### src/rtl/gis_pkg.sv
package gis_pkg;
   localparam int REG_W   = 32;
   localparam int FIELD_W = 4;
   localparam int FLD_PER_REG = REG_W / FIELD_W;

   typedef enum logic [FIELD_W-1:0] {
      SENSE_RISE = 4'd8,
      SENSE_FALL = 4'd9,
      SENSE_HIGH = 4'd10,
      SENSE_LOW  = 4'd11,
      SENSE_BOTH = 4'd12
   } sense_e;

   // word addresses beyond the mode registers
   localparam logic [3:0] A_DETEN  = 4'd4;
   localparam logic [3:0] A_UNMASK = 4'd5;
   localparam logic [3:0] A_MASK   = 4'd6;
   localparam logic [3:0] A_CLEAR  = 4'd7;
   localparam logic [3:0] A_RAW_LO = 4'd8;
   localparam logic [3:0] A_RAW_HI = 4'd9;
   localparam logic [3:0] A_MASKED = 4'd10;
endpackage

### src/rtl/gis_cfg.sv
module gis_cfg
   import gis_pkg::*;
#(
   parameter int NPINS  = 32,
   parameter int ADDR_W = 4,
   localparam int MODE_REGS = NPINS / FLD_PER_REG
) (
   input  logic                       clk,
   input  logic                       rst_n,
   input  logic                       wr_en,
   input  logic [ADDR_W-1:0]          wr_addr,
   input  logic [REG_W-1:0]           wr_data,
   output logic [NPINS*FIELD_W-1:0]   mode_flat,
   output logic [NPINS-1:0]           deten,
   output logic [NPINS-1:0]           unmask,
   output logic [NPINS-1:0]           clr_vec
);
   for (genvar r = 0; r < MODE_REGS; r++) begin : g_mode
      logic [REG_W-1:0] mode_q;
      always_ff @(posedge clk or negedge rst_n) begin
         if (!rst_n)
            mode_q <= '0;
         else if (wr_en && wr_addr == ADDR_W'(r))
            mode_q <= wr_data;
      end
      assign mode_flat[r*REG_W +: REG_W] = mode_q;
   end

   always_ff @(posedge clk or negedge rst_n) begin
      if (!rst_n) begin
         deten  <= '0;
         unmask <= '0;
      end else if (wr_en) begin
         if (wr_addr == ADDR_W'(A_DETEN))  deten  <= wr_data[NPINS-1:0];
         if (wr_addr == ADDR_W'(A_UNMASK)) unmask <= unmask | wr_data[NPINS-1:0];
         if (wr_addr == ADDR_W'(A_MASK))   unmask <= unmask & ~wr_data[NPINS-1:0];
      end
   end

   assign clr_vec = (wr_en && wr_addr == ADDR_W'(A_CLEAR)) ? wr_data[NPINS-1:0] : '0;
endmodule

### src/rtl/gis_detect.sv
module gis_detect
   import gis_pkg::*;
#(
   parameter int NPINS = 32
) (
   input  logic                     clk,
   input  logic                     rst_n,
   input  logic [NPINS-1:0]         pin_in,
   input  logic [NPINS*FIELD_W-1:0] mode_flat,
   input  logic [NPINS-1:0]         deten,
   output logic [NPINS-1:0]         hit
);
   logic [NPINS-1:0] pin_q;

   always_ff @(posedge clk or negedge rst_n) begin
      if (!rst_n) pin_q <= '0;
      else        pin_q <= pin_in;
   end

   for (genvar n = 0; n < NPINS; n++) begin : g_pin
      logic [FIELD_W-1:0] fld;
      logic               raw;
      assign fld = mode_flat[n*FIELD_W +: FIELD_W];
      always_comb begin
         case (fld)
            SENSE_RISE: raw =  pin_in[n] & ~pin_q[n];
            SENSE_FALL: raw = ~pin_in[n] &  pin_q[n];
            SENSE_HIGH: raw =  pin_in[n];
            SENSE_LOW:  raw = ~pin_in[n];
            SENSE_BOTH: raw =  pin_in[n] ^  pin_q[n];
            default:    raw = 1'b0;
         endcase
      end
      assign hit[n] = raw & deten[n];
   end
endmodule

### src/rtl/gis_pend.sv
module gis_pend #(
   parameter int NPINS = 32,
   localparam int HALF = NPINS / 2
) (
   input  logic             clk,
   input  logic             rst_n,
   input  logic [NPINS-1:0] hit,
   input  logic [NPINS-1:0] clr_vec,
   input  logic [NPINS-1:0] unmask,
   output logic [NPINS-1:0] pend,
   output logic [NPINS-1:0] masked,
   output logic             irq_lo,
   output logic             irq_hi
);
   assign masked = pend & unmask;

   always_ff @(posedge clk or negedge rst_n) begin
      if (!rst_n) begin
         pend   <= '0;
         irq_lo <= 1'b0;
         irq_hi <= 1'b0;
      end else begin
         pend   <= (pend & ~clr_vec) | hit;
         irq_lo <= |masked[HALF-1:0];
         irq_hi <= |masked[NPINS-1:HALF];
      end
   end
endmodule

### src/rtl/gpio_irq_sense.sv
module gpio_irq_sense
   import gis_pkg::*;
#(
   parameter int NPINS  = 32,
   parameter int ADDR_W = 4,
   localparam int HALF      = NPINS / 2,
   localparam int MODE_REGS = NPINS / FLD_PER_REG
) (
   input  logic              clk,
   input  logic              rst_n,
   input  logic [NPINS-1:0]  pin_in,
   input  logic              wr_en,
   input  logic [ADDR_W-1:0] wr_addr,
   input  logic [REG_W-1:0]  wr_data,
   input  logic [ADDR_W-1:0] rd_addr,
   output logic [REG_W-1:0]  rd_data,
   output logic              irq_lo,
   output logic              irq_hi
);
   if (NPINS % 16 != 0 || NPINS < 16 || NPINS > 32) begin : g_bad_npins
      $error("NPINS must be 16 or 32");
   end
   if (ADDR_W < 4) begin : g_bad_addr
      $error("ADDR_W must be at least 4");
   end

   logic [NPINS*FIELD_W-1:0] mode_flat;
   logic [NPINS-1:0] deten, unmask, clr_vec, hit, pend, masked;

   gis_cfg #(.NPINS(NPINS), .ADDR_W(ADDR_W)) u_cfg (
      .clk(clk), .rst_n(rst_n), .wr_en(wr_en), .wr_addr(wr_addr),
      .wr_data(wr_data), .mode_flat(mode_flat), .deten(deten),
      .unmask(unmask), .clr_vec(clr_vec)
   );

   gis_detect #(.NPINS(NPINS)) u_det (
      .clk(clk), .rst_n(rst_n), .pin_in(pin_in), .mode_flat(mode_flat),
      .deten(deten), .hit(hit)
   );

   gis_pend #(.NPINS(NPINS)) u_pend (
      .clk(clk), .rst_n(rst_n), .hit(hit), .clr_vec(clr_vec),
      .unmask(unmask), .pend(pend), .masked(masked),
      .irq_lo(irq_lo), .irq_hi(irq_hi)
   );

   always_comb begin
      rd_data = '0;
      for (int r = 0; r < MODE_REGS; r++)
         if (rd_addr == ADDR_W'(r)) rd_data = mode_flat[r*REG_W +: REG_W];
      if (rd_addr == ADDR_W'(A_DETEN))  rd_data = REG_W'(deten);
      if (rd_addr == ADDR_W'(A_UNMASK)) rd_data = REG_W'(unmask);
      if (rd_addr == ADDR_W'(A_RAW_LO)) rd_data = REG_W'(pend[HALF-1:0]);
      if (rd_addr == ADDR_W'(A_RAW_HI)) rd_data = REG_W'(pend[NPINS-1:HALF]);
      if (rd_addr == ADDR_W'(A_MASKED)) rd_data = REG_W'(masked);
   end
endmodule

### config.mk
export PLATFORM = sky130hd
export DESIGN_NAME = gpio_irq_sense
export DESIGN_NICKNAME = d
export VERILOG_FILES = /design/src/rtl/gis_pkg.sv /design/src/rtl/gis_cfg.sv /design/src/rtl/gis_detect.sv /design/src/rtl/gis_pend.sv /design/src/rtl/gpio_irq_sense.sv
export SDC_FILE = /design/constraint.sdc
export NUM_CORES = 1
export LEC_CHECK = 0
export BUFFER_PORTS_ARGS = -buffer_cell sky130_fd_sc_hd__buf_2
export CORE_MARGIN = 2
export CORE_UTILIZATION = 55
export DETAILED_ROUTE_END_ITERATION = 8
export GPL_TIMING_DRIVEN = 0
export PLACE_DENSITY_LB_ADDON = 0.05
export SETUP_SLACK_MARGIN = 0.05
export SYNTH_ARGS = -nofsm -noshare
export SYNTH_HDL_FRONTEND = slang
export SYNTH_SLANG_ARGS = --single-unit
### constraint.sdc
create_clock -name clk -period 2.15 [get_ports clk]
set_input_delay 0.5375 -clock clk [delete_from_list [all_inputs] [get_ports clk]]
set_output_delay 0.5375 -clock clk [all_outputs]
set_load 0.01 [all_outputs]
==> out/results.md, run 1 <==
| Item | Reported | Unit |
|---|---|---|
| Result of the run | complete, but fails checks | - |
| Failing checks | negative setup slack | - |
| Path class of the lowest-slack min-delay path | input pin to flip-flop | - |
| TritonCTS clock tree | done | - |
| Layout Nets | 1736 | - |
| Finish-stage setup viols | 32 | - |
| Number of warning messages in the yosys log | 0 | - |
| Signal arrival time at the worst endpoint | 2030 | ps |
| Synth Area per Inst | 9.82 | sq um |
| Adder-cell share of the synthesized area | 5.70 | % |
| Power per cell area | 938 | nW/um^2 |
| Layout cells sized above 1 | 24.1 | % |
| CTS clk-pin slew, worst paths | 60 | ps |
| Setup WS post-layout | -418 | ps |
| Type of the worst setup path | flip-flop to output pin | - |
| Critical path peak fanout | 2 | - |
| Post-synth EDFFs | 0 | - |
| Data required time of the critical path | 1610 | ps |
| Total congestion overflow | 0 | - |
| Number of distinct library cells after synthesis | 61 | - |
| Largest family of logic cells by synthesized area | compound AO/OA/AOI/OAI gates | - |
| Maximum level of the CTS H-tree | 1 | - |
| Register bit count reported by yosys | 258 | - |
| Leading cell type by number of instances after synthesis | sky130_fd_sc_hd__dfrtp_1 | - |
| Floorplan die height | 164 | um |
| Clock root buffer | sky130_fd_sc_hd__clkbuf_16 | - |
| Launch point of the worst reg-to-reg path | u_det.pin_q[5] | - |
| Full die area | 26800 | sq um |
| Number of top-level design ports | 109 | - |
| Initial core utilization | 55.9 | % |
| Area delta synth->final | 20.1 | % |
| Endpoint kind of the worst setup timing path | output pin | - |
| First element of the critical path | u_cfg.g_mode[3].mode_q[6] | - |
| Biggest area consumer among synthesized cells | sky130_fd_sc_hd__dfrtp_1 | - |
| Summed negative setup slack over all endpoints | -10080 | ps |
| Global router's overall resource usage | 36.0 | % |
| Actual transition at the worst max-transition pin | 868 | ps |
| Area fraction in compound gates after synthesis | 16.0 | % |
| Fmax achieved | 389 | MHz |
| Number of global-route vias before repair | 11800 | - |
| Unrepaired setup endpoints after global routing | true | - |
| Total nets after synthesis | 1570 | - |
| Initial drt markers | 1214 | - |
| Synthesized-area fraction occupied by xor and xnor cells | 1.87 | % |
| Maximum ir drop on the vdd rail | 0.612 | mV |
| Die boundary width | 164 | um |
| Part of the cycle the worst path needs | 119 | % |
| # rows | 58 | - |
| Total wire length after detailed routing | 47900 | um |
| Startpoint types | flip-flop | - |
| Num Clock Sinks | 258 | - |
| Multiplexer area fraction after synthesis | 14.2 | % |
| Number of maximum-capacitance violations | 0 | - |
| Post-detailed-route DRC marker count | 0 | - |
| Most used flip-flop cell after synthesis | sky130_fd_sc_hd__dfrtp_1 | - |
| Area of the core | 25100 | sq um |
| Minimum clock period | 2570 | ps |
| Leakage power summed over all cells | 7.81 | nW |
| Total number of vias | 12100 | - |
| IO Port Bufs | 108 | - |
| Final Max Tran Viols | 0 | - |
| DPL Wire Length | 34200 | um |
| Hold Worst Slack | 133 | ps |
| Most frequent cells after synthesis | sky130_fd_sc_hd__dfrtp_1, sky130_fd_sc_hd__nand2_1, sky130_fd_sc_hd__o21ai_0 | - |
| Antenna fix cells | 0 | - |
| Worst-skew pair later-pin latency | 560 | ps |
| Maximum number of pins on one net before global-route repair | 113 | - |
| Area share of the largest cell type after synthesis | 46.0 | % |
| Clock tree buffer depth | 3 | - |
| Number of antenna violations at the first check in global routing | 0 | - |
| Slew HR | 42.1 | % |
| Clock buffers created by TritonCTS | 29 | - |
| Number of cells produced by synthesis | 1431 | - |
| Wire length of the first global-routing pass | 71600 | um |
| Post-synthesis share of cell area spent on and, or, nand and nor gates | 10.9 | % |
| Post-synth ARST share | 100 | % |
| Initial DRT Pass Iterations | 8 | - |
| Fin Clk Skew | 19.5 | ps |
| Final weighted congestion in routability-driven placement | 0.971 | - |
| Fraction of the yosys area taken by sequential cells | 46.0 | % |
| Area contributors post-synth | sky130_fd_sc_hd__dfrtp_1, sky130_fd_sc_hd__o21ai_0, sky130_fd_sc_hd__mux2_2, sky130_fd_sc_hd__mux2i_1, sky130_fd_sc_hd__nand2_1 | - |
| WL/cell | 24.5 | um |
| Vias per cell | 6.23 | - |
| Cell area after synthesis | 14000 | sq um |
| Pre-CTS setup slack | -827 | ps |
| Final Hold Viols | 0 | - |
| Startpoint of the most critical hold path | pin_in[29] | - |
| Remaining number of nets flagged by the antenna check after routing | 0 | - |
-- timing repair --
| item | CTS | global route |
|---|---|---|
| gates cloned | 4 | 2 |
| hold buffers | 1 | 0 |
| pin swaps | 27 | 19 |
| endpoints found under the hold margin | 45 | 0 |
| setup endpoints to repair | 32 | 32 |
| buffers inserted | 19 | 1 |
| resized for setup | 110 | 29 |
-- stage by stage --
step | cells | total power, mW | utilization (%) | cell area (sq um)
after floorplan | 1431 | 9.10 | - | 14200
after global placement | 1869 | 10.6 | 60.2 | 15100
after detailed placement | 1871 | 10.8 | 60.5 | 15200
after CTS | 1947 | 15.7 | 66.7 | 16700
after global routing | 1950 | 16.5 | 67.2 | 16900
final | 1950 | 15.8 | 67.2 | 16900
-- placed cells by master, fill, tap and decap left out, types with 6 or more instances in the layout --
master,instances
sky130_fd_sc_hd__a21o_1,16
sky130_fd_sc_hd__a221o_1,11
sky130_fd_sc_hd__a222oi_1,8
sky130_fd_sc_hd__a22oi_1,19
sky130_fd_sc_hd__a22oi_2,14
sky130_fd_sc_hd__buf_2,112
sky130_fd_sc_hd__buf_4,25
sky130_fd_sc_hd__buf_6,13
sky130_fd_sc_hd__buf_8,6
sky130_fd_sc_hd__clkbuf_1,40
sky130_fd_sc_hd__clkbuf_16,30
sky130_fd_sc_hd__clkbuf_4,7
sky130_fd_sc_hd__clkbuf_8,8
sky130_fd_sc_hd__clkinv_2,7
sky130_fd_sc_hd__dfrtp_1,255
sky130_fd_sc_hd__ha_1,64
sky130_fd_sc_hd__inv_1,103
sky130_fd_sc_hd__mux2_2,84
sky130_fd_sc_hd__mux2i_1,95
sky130_fd_sc_hd__nand2_1,248
sky130_fd_sc_hd__nand4_1,6
sky130_fd_sc_hd__nor2_1,20
sky130_fd_sc_hd__nor2b_1,7
sky130_fd_sc_hd__nor3_1,33
sky130_fd_sc_hd__o21ai_0,206
sky130_fd_sc_hd__o21ai_1,6
sky130_fd_sc_hd__o21ai_2,9
sky130_fd_sc_hd__o221ai_2,16
sky130_fd_sc_hd__o2bb2ai_1,7
sky130_fd_sc_hd__xnor2_1,30
-- cell type report --
cell class	count	area, sq um
inverter	103	387
multi-input combinational	996	7240
timing repair buffer	137	922
clock inverter	10	60.1
buffer	72	542
tap	330	413
sequential	258	6460
clock buffer	44	842
fill	2023	8240
-- cells by family after synthesis --
family                     after synthesis
AOI/OAI and AO/OA                      359
and+or+nand+nor                        356
adders and majority gates               64
xor gates and xnor gates                30
DFF                                    258
buffers and inverters                  177
muxes                                  187
-- path summary, 6_finish.rpt --
path	depth (start not counted)	slack, ps	end
max	4	-420	rd_data[6]
min	1	130	u_det.pin_q[29]
max reg2reg	6	630	u_pend.pend[5]
min reg2reg	2	510	u_cfg.deten[1]
max in group asynchronous	3	770	u_det.pin_q[4]
min in group asynchronous	2	480	u_det.pin_q[10]
-- worst max-delay path, cell delays in order (launching register included) --
cell,delay [ps]
sky130_fd_sc_hd__dfrtp_1,410
sky130_fd_sc_hd__mux4_2,530
sky130_fd_sc_hd__nor2b_1,160
sky130_fd_sc_hd__o21a_1,220
sky130_fd_sc_hd__buf_2,150
-- layer usage --
| metal | routed length, um | track usage (%) |
|---|---|---|
| met2 | 20300 | 53.3 |
| met5 | 0 | 0 |
| met1 | 20300 | 50.2 |
| met3 | 5010 | 9.37 |
| met4 | 2280 | 15.5 |
-- power breakdown --
part,internal (mW),switching [mW]
registers,5.97,1.61
clock network,2.70,2.04
logic,1.69,1.82
total,10.4,5.47
(Power assumes the default switching activity.)
==> run 2, diff against run 1 <==
Settings changed: CORE_MARGIN 2 to 3, CORE_UTILIZATION 55 to 61.
Clock period 2.15 ns to 2.67 ns, I/O delays scaled along.
==> run 2 against run 1 <==
The run still ends with negative setup slack left. Combinational power shrank 19%. Via count grew 3.3%. Die area shrank 7.3%. Flip-flop and latch count is the same. Worst hold slack gained 150 ps. Register-to-register slack gained 390 ps. Worst setup slack gained 290 ps. Clock skew shrank 11 ps. Sequential share of layout area shrank 0.39 points. Non-clock buffer count grew 3. Global-route usage grew 1.7 points. Critical path depth grew 4. Largest cell class unchanged. Largest power group unchanged.
==> out/results.md, run 2 (synthesis results as in run 1) <==
| Item | Reported | Unit |
|---|---|---|
| Total wire length after detailed routing | 47700 | um |
| Endpoint kind of the worst setup timing path | output pin | - |
| WL/cell | 25.1 | um |
| Data required time of the critical path | 2000 | ps |
| Floorplan die height | 158 | um |
| Hold Worst Slack | 280 | ps |
| Fin Clk Skew | 8.52 | ps |
| Slew HR | 44.7 | % |
| Die boundary width | 158 | um |
| Net switching fraction of the power | 33.1 | % |
| Maximum ir drop on the vdd rail | 0.534 | mV |
| Number of antenna violations at the first check in global routing | 0 | - |
| Wire length of the first global-routing pass | 70600 | um |
| Failing checks | negative setup slack | - |
| Most common library cell in the layout ignoring fill and taps | sky130_fd_sc_hd__dfrtp_1 | - |
| Power per cell area | 776 | nW/um^2 |
| Maximum number of pins on one net before global-route repair | 123 | - |
| Full die area | 24900 | sq um |
| TritonCTS clock tree | done | - |
| Sequential cell area | 6460 | sq um |
| Vias per cell | 6.60 | - |
| Initial core utilization | 63.2 | % |
| IO Port Bufs | 108 | - |
| Path class of the lowest-slack min-delay path | input pin to flip-flop | - |
| Layout Nets | 1738 | - |
| Total congestion overflow | 0 | - |
| Actual transition at the worst max-transition pin | 830 | ps |
| Summed negative setup slack over all endpoints | -1420 | ps |
| Post-detailed-route DRC marker count | 0 | - |
| Result of the run | complete, but fails checks | - |
| Clock buffers created by TritonCTS | 28 | - |
| Post-route insts no fill | 1900 | - |
| Initial DRT Pass Iterations | 9 | - |
| Leading cell types in the layout, fill and taps excluded | sky130_fd_sc_hd__dfrtp_1, sky130_fd_sc_hd__nand2_1, sky130_fd_sc_hd__o21ai_0 | - |
| Initial drt markers | 1528 | - |
| Signal arrival time at the worst endpoint | 2130 | ps |
| Cell internal power dissipation | 8.84 | mW |
| # rows | 54 | - |
| Count of placed standard cells including taps | 1821 | - |
| CP max stage cell | sky130_fd_sc_hd__a222oi_1 | - |
| Combinational share of power | 21.5 | % |
| Minimum clock period | 2800 | ps |
| Power spent charging and discharging nets | 4.38 | mW |
| Number of buffers and inverters on the critical path | 4 | - |
| Number of maximum-capacitance violations | 0 | - |
| Maximum level of the CTS H-tree | 1 | - |
| Area post-placement | 15000 | sq um |
| Total number of vias | 12500 | - |
| DPL Wire Length | 33400 | um |
| Global router's overall resource usage | 37.7 | % |
| Leakage power summed over all cells | 7.90 | nW |
| Area of the core | 22200 | sq um |
| Final-layout fill cell count | 1575 | - |
| Setup WS post-layout | -132 | ps |
| Part of the cycle the worst path needs | 105 | % |
| Antenna fix cells | 0 | - |
| Multi-input combinational cell area | 7260 | sq um |
| Final Hold Viols | 0 | - |
| Type of the worst setup path | input pin to output pin | - |
| Final instance area | 17000 | sq um |
| Cell Chain, Critical Path | buf_12 -> buf_8 -> and3b_1 -> buf_6 -> o2bb2ai_4 -> a222oi_1 -> o21ai_1 -> buf_2 | - |
| Clock tree buffer depth | 3 | - |
| Maximum single-stage delay on the critical path | 410 | ps |
| Clock group share of total power | 32.4 | % |
| Final Max Tran Viols | 0 | - |
| Clock root buffer | sky130_fd_sc_hd__clkbuf_16 | - |
| Critical path peak fanout | 8 | - |
| Worst-skew pair later-pin latency | 550 | ps |
| Fmax achieved | 357 | MHz |
| Remaining number of nets flagged by the antenna check after routing | 0 | - |
| Pre-CTS setup slack | -752 | ps |
| Final weighted congestion in routability-driven placement | 1.02 | - |
| Total design power | 13.2 | mW |
| Sequential cell fraction of total power | 46.1 | % |
| Layout cells sized above 1 | 24.0 | % |
| Final core utilization | 76.6 | % |
| Area delta synth->final | 21.2 | % |
| Num Clock Sinks | 258 | - |
| Kind of cell with the highest combined delay on the critical path | compound AO/OA/AOI/OAI gates | - |
| Number of top-level design ports | 109 | - |
| Unrepaired setup endpoints after global routing | true | - |
| Finish-stage setup viols | 28 | - |
| Number of global-route vias before repair | 11900 | - |
| CTS clk-pin slew, worst paths | 60 | ps |
| Startpoint types | input pin | - |
==> run 2: what timing repair did <==
action                                 CTS  global route
gates resized for setup                117            69
hold buffers                             1             0
pin swaps                               24            35
cloned                                   1             3
endpoints found under the hold margin   20             0
setup endpoints to repair               32            32
setup buffers                           16             9
==> run 2: routing by layer <==
metal	track usage, %	vias up	part of all wire [%]
met1	53.5	6167	39
met4	14.2	0	4.3
met3	9.29	157	13
li1	-	5363	-
met2	56.5	856	44
met5	0	-	0
==> run 2: area by class of cell <==
class / instances / area share, %
buffer: 72 / 3.37
tap: 280 / 2.06
clock inverter: 10 / 1.03
multi-input combinational: 996 / 42.6
inverter: 103 / 2.29
clock buffer: 41 / 5.00
timing repair buffer: 140 / 5.71
sequential: 258 / 37.9
==> run 2: power groups by stage <==
stage          logic, mW  registers (mW)  clock network [mW]
2_1_floorplan       1.77            5.52                   0
3_3_place_gp        2.44            6.01                   0
3_5_place_dp        2.55            6.04                   0
4_1_cts             2.69            6.00                4.30
5_1_grt             3.11            6.15                4.47
6_report            2.84            6.10                4.28
==> run 2: worst paths after layout <==
kind	slack, ps	to	start	cells past startpoint
worst max-delay path	-130	rd_data[8]	rd_addr[1]	8
worst min-delay path	280	u_det.pin_q[21]	pin_in[21]	1
worst max register to register	1020	u_pend.pend[16]	u_cfg.g_mode[2].mode_q[0]	4
worst min register to register	510	u_cfg.deten[11]	u_cfg.deten[11]	2
max in group asynchronous	1230	u_cfg.deten[27]	rst_n	3
min in group asynchronous	550	u_cfg.g_mode[1].mode_q[8]	rst_n	2
==> run 3, diff against run 2 <==
Settings changed: CAP_MARGIN set to 0, RECOVER_POWER set to 25.
==> run 3 against run 2 <==
The flow still finishes with violations (negative setup slack). Global-route usage stayed put. Core utilization fell by 0.34 points. Worst hold slack gained 19 ps. Total power barely moved. Count of clock-buffer cells in the layout is the same. Clock skew grew 3.2 ps. Combinational power is essentially flat. Die area is the same. Highest routed layer unchanged.
==> out/results.md, run 3 (synthesis results as in run 1) <==
| Item | Reported | Unit |
|---|---|---|
| Setup WS post-layout | -141 | ps |
| Layout cells sized above 1 | 21.9 | % |
| Post-route insts no fill | 1901 | - |
| Data required time of the critical path | 2000 | ps |
| Final weighted congestion in routability-driven placement | 1.02 | - |
| Met3 usage in global routing | 9.29 | % |
| Final Hold Viols | 0 | - |
| Combinational share of power | 21.4 | % |
| Global router's overall resource usage | 37.7 | % |
| Global-route track usage on met1 | 53.5 | % |
| # rows | 54 | - |
| Remaining number of nets flagged by the antenna check after routing | 0 | - |
| Count of placed standard cells including taps | 1821 | - |
| Clock tree buffer depth | 3 | - |
| Initial drt markers | 1549 | - |
| Type of the worst setup path | input pin to output pin | - |
| Number of top-level design ports | 109 | - |
| Finish-stage setup viols | 26 | - |
| Worst-skew pair later-pin latency | 550 | ps |
| Met2 track demand over resource in global routing | 56.5 | % |
| Signal arrival time at the worst endpoint | 2140 | ps |
| Startpoint types | input pin | - |
| Initial DRT Pass Iterations | 8 | - |
| Clock buffers created by TritonCTS | 28 | - |
| Wire length of the first global-routing pass | 70600 | um |
| Full die area | 24900 | sq um |
| Total wire length after detailed routing | 47900 | um |
| Total congestion overflow | 0 | - |
| Maximum number of pins on one net before global-route repair | 123 | - |
| Initial core utilization | 63.2 | % |
| IO Port Bufs | 108 | - |
| Most common library cell in the layout ignoring fill and taps | sky130_fd_sc_hd__dfrtp_1 | - |
| Number of buffers and inverters on the critical path | 4 | - |
| Cell Chain, Critical Path | buf_12 -> buf_8 -> and3b_1 -> buf_6 -> o2bb2ai_4 -> a222oi_1 -> o21ai_1 -> buf_2 | - |
| CTS clk-pin slew, worst paths | 70 | ps |
| Failing checks | negative setup slack | - |
| Unrepaired setup endpoints after global routing | true | - |
| Layout Nets | 1738 | - |
| Actual transition at the worst max-transition pin | 1280 | ps |
| Path class of the lowest-slack min-delay path | input pin to flip-flop | - |
| Power per cell area | 780 | nW/um^2 |
| Number of antenna violations at the first check in global routing | 0 | - |
| Num Clock Sinks | 258 | - |
| Busiest grt layer | met2 | - |
| Fmax achieved | 356 | MHz |
| Net switching fraction of the power | 33.2 | % |
| Final Max Tran Viols | 0 | - |
| Die boundary width | 158 | um |
| Part of the cycle the worst path needs | 105 | % |
| Leading cell types in the layout, fill and taps excluded | sky130_fd_sc_hd__dfrtp_1, sky130_fd_sc_hd__nand2_1, sky130_fd_sc_hd__o21ai_0 | - |
| Result of the run | complete, but fails checks | - |
| Clock root buffer | sky130_fd_sc_hd__clkbuf_16 | - |
| Kind of cell with the highest combined delay on the critical path | compound AO/OA/AOI/OAI gates | - |
| Fin Clk Skew | 11.7 | ps |
| Total number of vias | 12500 | - |
| Leakage power summed over all cells | 7.79 | nW |
| Maximum ir drop on the vdd rail | 0.539 | mV |
| Number of global-route vias before repair | 11900 | - |
| Area delta synth->final | 20.7 | % |
| Maximum level of the CTS H-tree | 1 | - |
| Post-detailed-route DRC marker count | 0 | - |
| Sequential cell fraction of total power | 46.2 | % |
| Endpoint kind of the worst setup timing path | output pin | - |
| Total design power | 13.2 | mW |
| Floorplan die height | 158 | um |
| Vias per cell | 6.60 | - |
| Cell internal power dissipation | 8.83 | mW |
| Slew HR | 14.8 | % |
| DPL Wire Length | 33400 | um |
| Power spent charging and discharging nets | 4.39 | mW |
| Pre-CTS setup slack | -752 | ps |
| CP max stage cell | sky130_fd_sc_hd__a222oi_1 | - |
| Minimum clock period | 2810 | ps |
| Critical path peak fanout | 8 | - |
| Clock group share of total power | 32.4 | % |
| Maximum single-stage delay on the critical path | 410 | ps |
| TritonCTS clock tree | done | - |
| Number of maximum-capacitance violations | 0 | - |
| Summed negative setup slack over all endpoints | -1310 | ps |
| Area of the core | 22200 | sq um |
| WL/cell | 25.2 | um |
## run 3: changes by cell type in the layout (fill, tap and decap cells not counted), sizes merged
cell and delta:
clkbuf +34, diode +1, buf -34
## run 3: path summary, 6_finish.rpt
check / to / slack, ps / cells after the start / startpoint
min in group asynchronous: u_cfg.g_mode[1].mode_q[9] / 930 / 2 / rst_n
min: u_det.pin_q[9] / 300 / 1 / pin_in[9]
min reg2reg: u_cfg.deten[11] / 510 / 2 / u_cfg.deten[11]
max in group asynchronous: u_cfg.g_mode[3].mode_q[22] / 210 / 3 / rst_n
max reg2reg: u_pend.pend[16] / 960 / 4 / u_cfg.g_mode[2].mode_q[0]
max: rd_data[8] / -140 / 8 / rd_addr[1]
## run 3: worst register-to-register path: cells and delay by family, from the launching register on
kind	cells	cell delay (ps)
DFF	1	530
muxes	3	870
AOI/OAI and AO/OA	1	170
## run 3: stage by stage
step                hold slack, ps  area [sq um]  utilization, %
global route                   295         17000            76.3
detailed placement             494         15000            67.5
global placement               490         14900            67.2
floorplan                      372         14000               -
finish                         299         17000            76.3
CTS                            269         16600            74.7
## run 3: power by group through the flow
| stage | Combinational [mW] | Sequential [mW] | Clock [mW] |
|---|---|---|---|
| after global routing | 3.09 | 6.15 | 4.47 |
| after detailed placement | 2.55 | 6.04 | 0 |
| final | 2.83 | 6.10 | 4.29 |
| after global placement | 2.44 | 6.01 | 0 |
| after CTS | 2.69 | 6.00 | 4.30 |
| after floorplan | 1.77 | 5.52 | 0 |
## run 3: metal layers
layer / part of all wire [%] / up-vias
met4: 4.2 / 0
met2: 44 / 845
met5: 0 / -
met3: 12 / 145
met1: 40 / 6187
li1: - / 5371
## run 3: repair_timing
item | in CTS | in global routing
endpoints found under the hold margin | 20 | 0
cloned | 1 | 3
hold buffers | 1 | 0
resized for setup | 117 | 69
setup endpoints to repair | 32 | 32
buffers inserted | 16 | 9
pin swaps | 24 | 35
## run 3: final cells by class
cell class	count	area, sq um
buffer	72	573
fill	1600	5280
sequential	258	6460
clock inverter	10	175
multi-input combinational	996	7260
tap	280	350
inverter	103	390
antenna	1	2.50
clock buffer	41	851
timing repair buffer	140	895
